**config.mk**
```make
export PLATFORM = sky130hd
export DESIGN_NAME = trap_entry_unit
export DESIGN_NICKNAME = d
export VERILOG_FILES = /design/src/rtl/trap_pkg.sv /design/src/rtl/trap_sync.sv /design/src/rtl/trap_arb.sv /design/src/rtl/trap_seq.sv /design/src/rtl/trap_save_bank.sv /design/src/rtl/trap_entry_unit.sv
export SDC_FILE = /design/constraint.sdc
export NUM_CORES = 1
export LEC_CHECK = 0
export ABC_CLOCK_PERIOD_IN_PS = 3000
export BUFFER_PORTS_ARGS = -buffer_cell sky130_fd_sc_hd__buf_2
export CAP_MARGIN = 20
export CORE_MARGIN = 1.5
export CORE_UTILIZATION = 25
export CTS_CLUSTER_DIAMETER = 60
export DETAILED_ROUTE_END_ITERATION = 10
export SLEW_MARGIN = 20
export SYNTH_ARGS = -nofsm -noshare
export SYNTH_HDL_FRONTEND = slang
export SYNTH_SLANG_ARGS = --single-unit
export TNS_END_PERCENT = 50
```
**constraint.sdc**
```tcl
create_clock -name clk -period 3 [get_ports clk]
set_input_delay 0.45 -clock clk [delete_from_list [all_inputs] [get_ports clk]]
set_output_delay 0.45 -clock clk [all_outputs]
set_load 0.05 [all_outputs]
```
**src/rtl/trap_pkg.sv**
```systemverilog
package trap_pkg;

  localparam int NCLS = 3;

  // machine-state bit positions for the class enables
  localparam int EN_NC = 0;
  localparam int EN_CR = 1;
  localparam int EN_MC = 2;

  typedef enum logic [1:0] {
    CLS_NC = 2'b00,
    CLS_CR = 2'b01,
    CLS_MC = 2'b10
  } trap_cls_e;

  typedef enum logic [2:0] {
    ST_IDLE,
    ST_DRAIN,
    ST_FLUSH,
    ST_SAVE,
    ST_ISSUE
  } seq_st_e;

  // highest set bit as a one-hot vector (index 2 ranks first)
  function automatic logic [NCLS-1:0] pick_high(input logic [NCLS-1:0] v);
    if (v[2])      return 3'b100;
    else if (v[1]) return 3'b010;
    else if (v[0]) return 3'b001;
    else           return 3'b000;
  endfunction

  function automatic trap_cls_e grant_to_cls(input logic [NCLS-1:0] g);
    if (g[2])      return CLS_MC;
    else if (g[1]) return CLS_CR;
    else           return CLS_NC;
  endfunction

  function automatic logic [NCLS-1:0] cls_onehot(input trap_cls_e c);
    return 3'b001 << c;
  endfunction

  // enables dropped on entry: the class itself and every lower class
  function automatic logic [NCLS-1:0] en_mask_for(input trap_cls_e c);
    case (c)
      CLS_NC:  return 3'b001;
      CLS_CR:  return 3'b011;
      default: return 3'b111;
    endcase
  endfunction

  // clocks from sampling to handler fetch request
  function automatic int entry_cycles(input logic ls, input int wait_cyc);
    return ls ? 3 + wait_cyc : 3;
  endfunction

endpackage

```
**src/rtl/trap_sync.sv**
```systemverilog
module trap_sync #(
  parameter int NSIG   = 3,
  parameter int STAGES = 2
) (
  input  logic            clk,
  input  logic            rst_n,
  input  logic [NSIG-1:0] din,
  output logic [NSIG-1:0] dout
);

  logic [STAGES-1:0][NSIG-1:0] stg;

  always_ff @(posedge clk or negedge rst_n) begin
    if (!rst_n) begin
      stg <= '0;
    end else begin
      stg[0] <= din;
      for (int s = 1; s < STAGES; s++) stg[s] <= stg[s-1];
    end
  end

  assign dout = stg[STAGES-1];

endmodule

```
**src/rtl/trap_arb.sv**
```systemverilog
module trap_arb
  import trap_pkg::*;
(
  input  logic            clk,
  input  logic            rst_n,
  input  logic [NCLS-1:0] req,
  input  logic [NCLS-1:0] en,
  input  logic [NCLS-1:0] blocked,
  output logic [NCLS-1:0] grant,
  output logic            any
);

  logic [NCLS-1:0] ok;

  assign ok    = req & en & ~blocked;
  assign grant = pick_high(ok);
  assign any   = |ok;

  p_grant_onehot_r4: assert property (@(posedge clk) disable iff (!rst_n)
    $onehot0(grant));

  for (genvar g = 0; g < NCLS; g++) begin : g_chk
    p_grant_enabled_r5: assert property (@(posedge clk) disable iff (!rst_n)
      grant[g] |-> (en[g] && req[g]));
  end

endmodule

```
**src/rtl/trap_seq.sv**
```systemverilog
module trap_seq
  import trap_pkg::*;
#(
  parameter int LS_WAIT = 4
) (
  input  logic clk,
  input  logic rst_n,
  input  logic start,
  input  logic start_ls,
  output logic idle,
  output logic drain,
  output logic flush,
  output logic save_en,
  output logic issue
);

  localparam int CW = $clog2(LS_WAIT + 2);

  seq_st_e       st;
  logic [CW-1:0] cnt;

  always_ff @(posedge clk or negedge rst_n) begin
    if (!rst_n) begin
      st  <= ST_IDLE;
      cnt <= '0;
    end else begin
      case (st)
        ST_IDLE: if (start) begin
          if (start_ls && (LS_WAIT > 0)) begin
            st  <= ST_DRAIN;
            cnt <= CW'(LS_WAIT);
          end else begin
            st <= ST_FLUSH;
          end
        end
        ST_DRAIN: begin
          cnt <= cnt - 1'b1;
          if (cnt == CW'(1)) st <= ST_FLUSH;
        end
        ST_FLUSH: st <= ST_SAVE;
        ST_SAVE:  st <= ST_ISSUE;
        ST_ISSUE: st <= ST_IDLE;
        default:  st <= ST_IDLE;
      endcase
    end
  end

  assign idle    = (st == ST_IDLE);
  assign drain   = (st == ST_DRAIN);
  assign flush   = (st == ST_FLUSH);
  assign save_en = (st == ST_SAVE);
  assign issue   = (st == ST_ISSUE);

  // drain window length checker
  logic [CW:0] dlen;
  always_ff @(posedge clk or negedge rst_n) begin
    if (!rst_n)     dlen <= '0;
    else if (drain) dlen <= dlen + 1'b1;
    else            dlen <= '0;
  end

  p_drain_len_r2: assert property (@(posedge clk) disable iff (!rst_n)
    $fell(drain) |-> (dlen == (CW+1)'(LS_WAIT)));

  p_flush_lead_r3: assert property (@(posedge clk) disable iff (!rst_n)
    issue |-> $past(flush, 2));

  p_flush_drain_r3: assert property (@(posedge clk) disable iff (!rst_n)
    flush |-> !$past(flush));

endmodule

```
**src/rtl/trap_save_bank.sv**
```systemverilog
module trap_save_bank
  import trap_pkg::*;
#(
  parameter int AW = 32,
  parameter int MW = 32
) (
  input  logic                     clk,
  input  logic                     rst_n,
  input  logic [NCLS-1:0]          wr_en,
  input  logic [AW-1:0]            pc_in,
  input  logic [MW-1:0]            msr_in,
  output logic [NCLS-1:0][AW-1:0]  pc_q,
  output logic [NCLS-1:0][MW-1:0]  msr_q
);

  for (genvar g = 0; g < NCLS; g++) begin : g_pair
    logic [AW-1:0] pc_r;
    logic [MW-1:0] msr_r;

    always_ff @(posedge clk or negedge rst_n) begin
      if (!rst_n) begin
        pc_r  <= '0;
        msr_r <= '0;
      end else if (wr_en[g]) begin
        pc_r  <= pc_in;
        msr_r <= msr_in;
      end
    end

    assign pc_q[g]  = pc_r;
    assign msr_q[g] = msr_r;

    p_pair_hold_r6: assert property (@(posedge clk) disable iff (!rst_n)
      !wr_en[g] |=> ($stable(pc_q[g]) && $stable(msr_q[g])));
  end

endmodule

```
**src/rtl/trap_entry_unit.sv**
```systemverilog
module trap_entry_unit
  import trap_pkg::*;
#(
  parameter int AW          = 32,
  parameter int MW          = 32,
  parameter int SYNC_STAGES = 2,
  parameter int LS_WAIT     = 4
) (
  input  logic          clk,
  input  logic          rst_n,
  input  logic          irq_nc_in,
  input  logic          irq_cr_in,
  input  logic          irq_mc_in,
  input  logic          oldest_is_ls,
  input  logic [AW-1:0] cur_pc,
  input  logic [MW-1:0] cur_msr,
  input  logic          ret_nc,
  input  logic          ret_cr,
  input  logic          ret_mc,
  output logic          busy,
  output logic          ls_drain,
  output logic          flush,
  output logic          vec_req,
  output logic [1:0]    vec_class,
  output logic [2:0]    in_svc,
  output logic [AW-1:0] nc_save_pc,
  output logic [MW-1:0] nc_save_msr,
  output logic [AW-1:0] cr_save_pc,
  output logic [MW-1:0] cr_save_msr,
  output logic [AW-1:0] mc_save_pc,
  output logic [MW-1:0] mc_save_msr,
  output logic          pc_wr,
  output logic [AW-1:0] pc_new,
  output logic          msr_wr,
  output logic [MW-1:0] msr_new
);

  // ---- request synchronization and qualification
  logic [NCLS-1:0] raw_req, req_s, en_bits, grant, inserv_q;
  logic            grant_any;

  assign raw_req = {irq_mc_in, irq_cr_in, irq_nc_in};
  assign en_bits = {cur_msr[EN_MC], cur_msr[EN_CR], cur_msr[EN_NC]};

  trap_sync #(.NSIG(NCLS), .STAGES(SYNC_STAGES)) u_sync (
    .clk (clk), .rst_n (rst_n), .din (raw_req), .dout (req_s)
  );

  trap_arb u_arb (
    .clk (clk), .rst_n (rst_n), .req (req_s), .en (en_bits),
    .blocked (inserv_q), .grant (grant), .any (grant_any)
  );

  // ---- entry sequencer
  logic seq_idle, seq_drain, seq_flush, seq_save, seq_issue, seq_start;

  assign seq_start = grant_any && seq_idle;

  trap_seq #(.LS_WAIT(LS_WAIT)) u_seq (
    .clk (clk), .rst_n (rst_n), .start (seq_start), .start_ls (oldest_is_ls),
    .idle (seq_idle), .drain (seq_drain), .flush (seq_flush),
    .save_en (seq_save), .issue (seq_issue)
  );

  trap_cls_e cls_q;
  always_ff @(posedge clk or negedge rst_n) begin
    if (!rst_n)         cls_q <= CLS_NC;
    else if (seq_start) cls_q <= grant_to_cls(grant);
  end

  // ---- per-class save pairs
  logic [NCLS-1:0]         save_wr;
  logic [NCLS-1:0][AW-1:0] sv_pc;
  logic [NCLS-1:0][MW-1:0] sv_msr;

  assign save_wr = seq_save ? cls_onehot(cls_q) : '0;

  trap_save_bank #(.AW(AW), .MW(MW)) u_bank (
    .clk (clk), .rst_n (rst_n), .wr_en (save_wr), .pc_in (cur_pc),
    .msr_in (cur_msr), .pc_q (sv_pc), .msr_q (sv_msr)
  );

  // ---- return selection (idle only, highest class wins)
  logic [NCLS-1:0] ret_sel;
  logic [AW-1:0]   ret_pc;
  logic [MW-1:0]   ret_msr;

  assign ret_sel = seq_idle ? pick_high({ret_mc, ret_cr, ret_nc}) : '0;

  always_comb begin
    ret_pc  = '0;
    ret_msr = '0;
    for (int i = 0; i < NCLS; i++) begin
      if (ret_sel[i]) begin
        ret_pc  = sv_pc[i];
        ret_msr = sv_msr[i];
      end
    end
  end

  // ---- in-service flags
  always_ff @(posedge clk or negedge rst_n) begin
    if (!rst_n) inserv_q <= '0;
    else        inserv_q <= (inserv_q | save_wr) & ~ret_sel;
  end

  // ---- state write-back
  always_ff @(posedge clk or negedge rst_n) begin
    if (!rst_n) begin
      pc_wr   <= 1'b0;
      msr_wr  <= 1'b0;
      pc_new  <= '0;
      msr_new <= '0;
    end else begin
      pc_wr  <= 1'b0;
      msr_wr <= 1'b0;
      if (seq_save) begin
        msr_wr  <= 1'b1;
        msr_new <= cur_msr & ~MW'(en_mask_for(cls_q));
      end else if (|ret_sel) begin
        pc_wr   <= 1'b1;
        msr_wr  <= 1'b1;
        pc_new  <= ret_pc;
        msr_new <= ret_msr;
      end
    end
  end

  assign busy        = !seq_idle;
  assign ls_drain    = seq_drain;
  assign flush       = seq_flush;
  assign vec_req     = seq_issue;
  assign vec_class   = cls_q;
  assign in_svc      = inserv_q;
  assign nc_save_pc  = sv_pc[CLS_NC];
  assign nc_save_msr = sv_msr[CLS_NC];
  assign cr_save_pc  = sv_pc[CLS_CR];
  assign cr_save_msr = sv_msr[CLS_CR];
  assign mc_save_pc  = sv_pc[CLS_MC];
  assign mc_save_msr = sv_msr[CLS_MC];

  p_entry_msr_r7: assert property (@(posedge clk) disable iff (!rst_n)
    vec_req |-> (msr_wr && !pc_wr));

  p_ret_idle_r10: assert property (@(posedge clk) disable iff (!rst_n)
    pc_wr |-> $past(seq_idle));

  p_no_reentry_r8: assert property (@(posedge clk) disable iff (!rst_n)
    seq_save |-> !inserv_q[cls_q]);

endmodule

```
Word-level counts from Yosys, hierarchy flattened

Index checks and enable logic that the tools add are counted.

Register bits after elaboration: 275
Output and inout bits: 267
Word-level logic and storage cells: 77

Equal/unequal tests: 9
Shifts and indexed selects: 1
Bitwise logic cells: 9
Reduce and logical (&&, ||, !) cells: 11
Add/sub/neg operators: 1
Muxes and demuxes: 30

Operator list:

| cell                                                 | number |
|---|---|
| two-way mux 32 bit                                   | 8 |
| bitwise AND 32 bit                                   | 1 |
| NOT 3 -> 32 bit                                      | 1 |
| two-way mux 3 bit                                    | 10 |
| one-hot mux 3 bit (2 select lines)                   | 2 |
| one-hot mux 3 bit (4 select lines)                   | 1 |
| bitwise AND 3 bit                                    | 3 |
| equality test 3 x 1 -> 1 bit (second input constant) | 2 |
| equality test 3 x 2 -> 1 bit (second input constant) | 2 |
| two-way mux 1 bit                                    | 6 |
| two-way mux 2 bit                                    | 3 |
| NOT 3 bit                                            | 2 |
| OR reduction 3 bit                                   | 2 |
| != test 2 x 1 -> 1 bit (second input constant)       | 2 |
| AND reduction 2 bit                                  | 2 |
| nonzero test 2 bit                                   | 2 |
| equality test 3 bit (second input constant)          | 1 |
| logical NOT 3 bit                                    | 1 |
| bitwise OR 3 bit                                     | 1 |
| AND reduction 3 bit                                  | 1 |
| << shifter 1 x 2 -> 3 bit (first input constant)     | 1 |
| subtractor 3 x 1 -> 3 bit (second input constant)    | 1 |
| equality test 2 x 1 -> 1 bit (second input constant) | 1 |
| logical NOT 2 bit                                    | 1 |
| other kinds (4)                                      | 4 |

Longest topological paths before layout

Word-level depth: 9
Mapped depth: 6
Mapped depth without buffers: 5

By module

From an unflattened synthesis, not the netlist that was laid out.

Cell total of the unflattened synthesis: 1,009
Area, all modules: 13,217.7 um^2

By module, submodules not included:

| module          | area each (um^2) | cells each | instances |
|---|---|---|---|
| trap_save_bank  | 8,036.5          | 405        | 1 |
| trap_entry_unit | 4,578.1          | 549        | 1 |
| trap_seq        | 379.1            | 40         | 1 |
| trap_sync       | 172.7            | 9          | 1 |
| trap_arb        | 51.3             | 6          | 1 |

Worst setup path after synthesis

OpenSTA, ideal clock, no wires.

Kind: flip-flop to flip-flop
Start: register u_seq.st[2]
End: register u_seq.cnt[1]
Required time: 2.791 ns
Setup slack: 0.629 ns
Setup time: 0.209 ns
Stages on the path, launching flop included: 4
Buffers on the path: 1
Period minus slack after synthesis: 2.371 ns
Arrival time: 2.163 ns
Path through: dfrtp_1 buf_2 nor3b_1 o311ai_0

Elaborated cells between the ends (all ways): 8
Classes of those cells: eq/ne: 3; mux: 1; reduce/logical: 4

RTL lines:

| element                        | RTL line              | text |
|---|---|---|
| start, declared                | trap_seq.sv:19        | `seq_st_e st;` |
| start signal, assigned         | trap_seq.sv:24        | `st <= ST_IDLE;` |
| start signal, assigned         | trap_seq.sv:30        | `st <= ST_DRAIN;` |
| start signal, assigned         | trap_seq.sv:33        | `st <= ST_FLUSH;` |
| equality test 3 x 1 -> 1 bit * | --                    |  |
| net ls_drain                   | trap_entry_unit.sv:21 | `output logic ls_drain,` |
| nonzero test 2 bit (no line)   | --                    |  |
| AND reduction 3 bit (no line)  | --                    |  |
| end signal, assigned           | trap_seq.sv:31        | `cnt <= CW'(LS_WAIT);` |
| end signal, assigned           | trap_seq.sv:37        | `cnt <= cnt - 1'b1;` |
| end, declared                  | trap_seq.sv:20        | `logic [CW-1:0] cnt;` |

The timed path passes the listed nets; every way through them passes the cells marked *.
A chain may end at the register's enable or synchronous reset.

Worst setup path in the final report

Start: register u_seq.st[2]
End: output port ls_drain

Longest elaborated chain between the ends: 1

RTL lines:

| element                      | RTL line              | text |
|---|---|---|
| equality test 3 x 1 -> 1 bit | trap_seq.sv:49        | `assign drain = (st == ST_DRAIN);` |
| end, declared                | trap_entry_unit.sv:21 |  |

No other way between the ends.

==> results.ini <==
[global_routing]
grt_pass1_wl_mm = 57.5
grt_usage_pct = 14.8
grt_max_degree = 131
grt_antenna_before_repair = 2
gr-total-overflow = 0
first_global_vias = 9450

[clock_network]
clock_latency_ns = 0.53
cts_setup_buffers = 0
htree_num_levels = 2
cts_resized = 0
clock_sinks = 275
tritoncts = yes
cts_root_buf = clkbuf_16
cts_buffers = 36
clkTransAtPathRegs_ns = 0.06
cts_buffer_depth = 3

[synth]
yosysWarnings = 0
synthTopCellsByCount = dfrtp_1, mux2_2, a21oi_1
yosys.area.top_type = dfrtp_1
synthCells = 945
syn_area_per_cell_sq_um = 12.9
async_reset_ff_share_pct = 100
yosys-top-cells-area = dfrtp_1, mux2_2, a21oi_1, nand3b_1, nor2b_1
ys_ff_latch = 275
yosys.area.top_type_share_pct = 56.5
syn_nets = 1020
synthDistinctLibCells = 38
ys_seq_area_share_pct = 56.5
synth_top_flop_cell = dfrtp_1
yosysMostFrequentCell = dfrtp_1
synth_edf_count = 0
netlist_area_sq_mm = 0.0122

[worst_setup_path]
cp_data_arrival_time_ns = 1.95
endpoint_kind = output port
slowest_stage = nor3b_1
r2r_slack_ns = 0.73
r2r_start = u_seq.st[1]
cp.required_ns = 2.55
crit_path_max_fanout = 10
rr_worst_depth = 4
cp_slowest_stage_delay_ns = 0.57
cp-start-kind = flop
crit_type = flop to output port
reg2reg_to = u_bank.g_pair[0].pc_r[4]
path_cells = nor3b_1 -> buf_2

[drt]
drt_iter0_drc = 503
route.detailed.drc = 0
firstDrtPassIters = 4
wire_per_inst_microns = 19.5
via_per_inst = 4.75
vias = 9093
finalWirelength_mm = 37.4
ant_nets = 0

[layout]
nFillCells = 4786
drive_gt1_share_pct = 50.5
synthToLayoutAreaGrowth_pct = 29.8
fin_nets = 1347

[worst_hold_path]
holdCritPathClass = input pin to flop
min_to = u_sync.stg[1]
min_from = irq_cr_in
hold_path_depth = 1

[timing]
whs_ns = 0.0370
maxSlewHeadroom_pct = 38.2
tns_ns = 0
fin_skew_ns = 0.0162
period_share_pct = 79.9
rsz0062_at_grt = false
min_period_ns = 2.40
clock.fmax_mhz = 417
drv_slew = 0
tightest_slew_ns = 0.919
finalHoldViolCount = 0
setup_viol = 0

[floorplanning]
core_sq_mm = 0.0479
die_y_microns = 224
start_util_pct = 25.4
die-area_sq_mm = 0.0501
io_pins = 340
fp-row-count = 80
die_w_microns = 224

[job]
drv_cap = 0

[outcome]
outcome = complete, no violations

[place]
gp_congestion = 0.773
hpwl_mm = 24.2
portBuffers = 339

layout make-up:
class                   instances  area, sq um  share of cell area, %
diodes                          2         5.00                 0.0316
inverters                       9         33.8                  0.214
clock inverters                13          191                   1.21
multi-input cells             590         4930                   31.2
well taps                     615          769                   4.87
repair buffers                360         1960                   12.4
flip-flops and latches        275         6880                   43.5
clock buffers                  49         1040                   6.58
registers in the layout, indices dropped and copies added (netlist names):
register and flops:
in_svc 3, pc_wr 1, msr_wr 1, u_seq.st 3
u_bank.g_pair.pc_r 96, pc_new 32, u_sync.stg 3, msr_new 32
u_seq.cnt 3, vec_class 2, u_bank.g_pair.msr_r 96, u_sync.dout 3
cells by family after synthesis:
kind of cell	count (synthesis)	synth area share (%)
AO/OA/AOI/OAI	176	8.92
multiplexers	225	20.8
buffers and inverters	80	3.24
flip-flops	275	56.5
adder cells (fa/ha/maj)	2	0.205
AND/OR/NAND/NOR	187	10.4
cells in the final DEF, fill, tap and decap left out, drive strengths merged, types with 2 or more instances in the layout:
| master | Yosys | layout |
|---|---|---|
| a21oi | 131 | 131 |
| a221o | 31 | 31 |
| a221oi | 3 | 3 |
| a31oi | 3 | 3 |
| and2 | 32 | 32 |
| and3 | 3 | 3 |
| buf | 38 | 358 |
| bufinv | 0 | 4 |
| clkbuf | 33 | 49 |
| clkinv | 0 | 5 |
| dfrtp | 275 | 275 |
| diode | 0 | 2 |
| dlygate4sd3 | 0 | 2 |
| ha | 2 | 2 |
| inv | 9 | 12 |
| mux2 | 225 | 225 |
| nand3b | 67 | 67 |
| nor2 | 7 | 7 |
| nor2b | 64 | 64 |
| nor3 | 3 | 3 |
| nor3b | 2 | 2 |
| o2bb2ai | 2 | 2 |
worst max-delay path by stage:
stage,slack (ns),cells after the start,startpoint,to
5_1_grt,0.43,2,u_seq.st[0],ls_drain
3_3_place_gp,0.55,4,ret_mc,msr_new[15]
4_1_cts,0.54,2,u_seq.st[2],ls_drain
3_5_place_dp,0.57,4,ret_mc,msr_new[23]
2_1_floorplan,0.63,3,u_seq.st[2],u_seq.cnt[1]
6_report,0.60,2,u_seq.st[2],ls_drain
worst max-delay path: cells and delay by family, from the launching register on:
kind | cells | cell delay [ns]
simple gates | 1 | 0.57
flops | 1 | 0.49
buf+inv | 1 | 0.38
stage by stage:
step	utilization (%)	cells	setup slack, ns	area [sq um]
6_report	33.0	1913	0.602	15800
5_1_grt	33.0	1911	0.431	15800
4_1_cts	33.0	1911	0.543	15800
3_5_place_dp	30.4	1847	0.566	14600
3_3_place_gp	30.4	1847	0.549	14600
2_1_floorplan	-	945	0.629	12200
what timing repair did:
item	in CTS	in global routing
endpoints found under the setup margin	0	0
hold buffers	2	0
endpoints found under the hold margin	61	0
metal layers:
layer	global-route usage [%]	share of wire (%)	wire, microns	vias up
li1	-	-	-	4065
met5	0	0.032	12	-
met4	4.18	1.8	678	2
met3	5.35	9.2	3440	51
met2	24.6	47	17600	334
met1	18.0	42	15600	4641
Power is left out: the tool's default activity adds up to more than one toggle a clock period on the data nets, which glitch-free logic cannot reach.
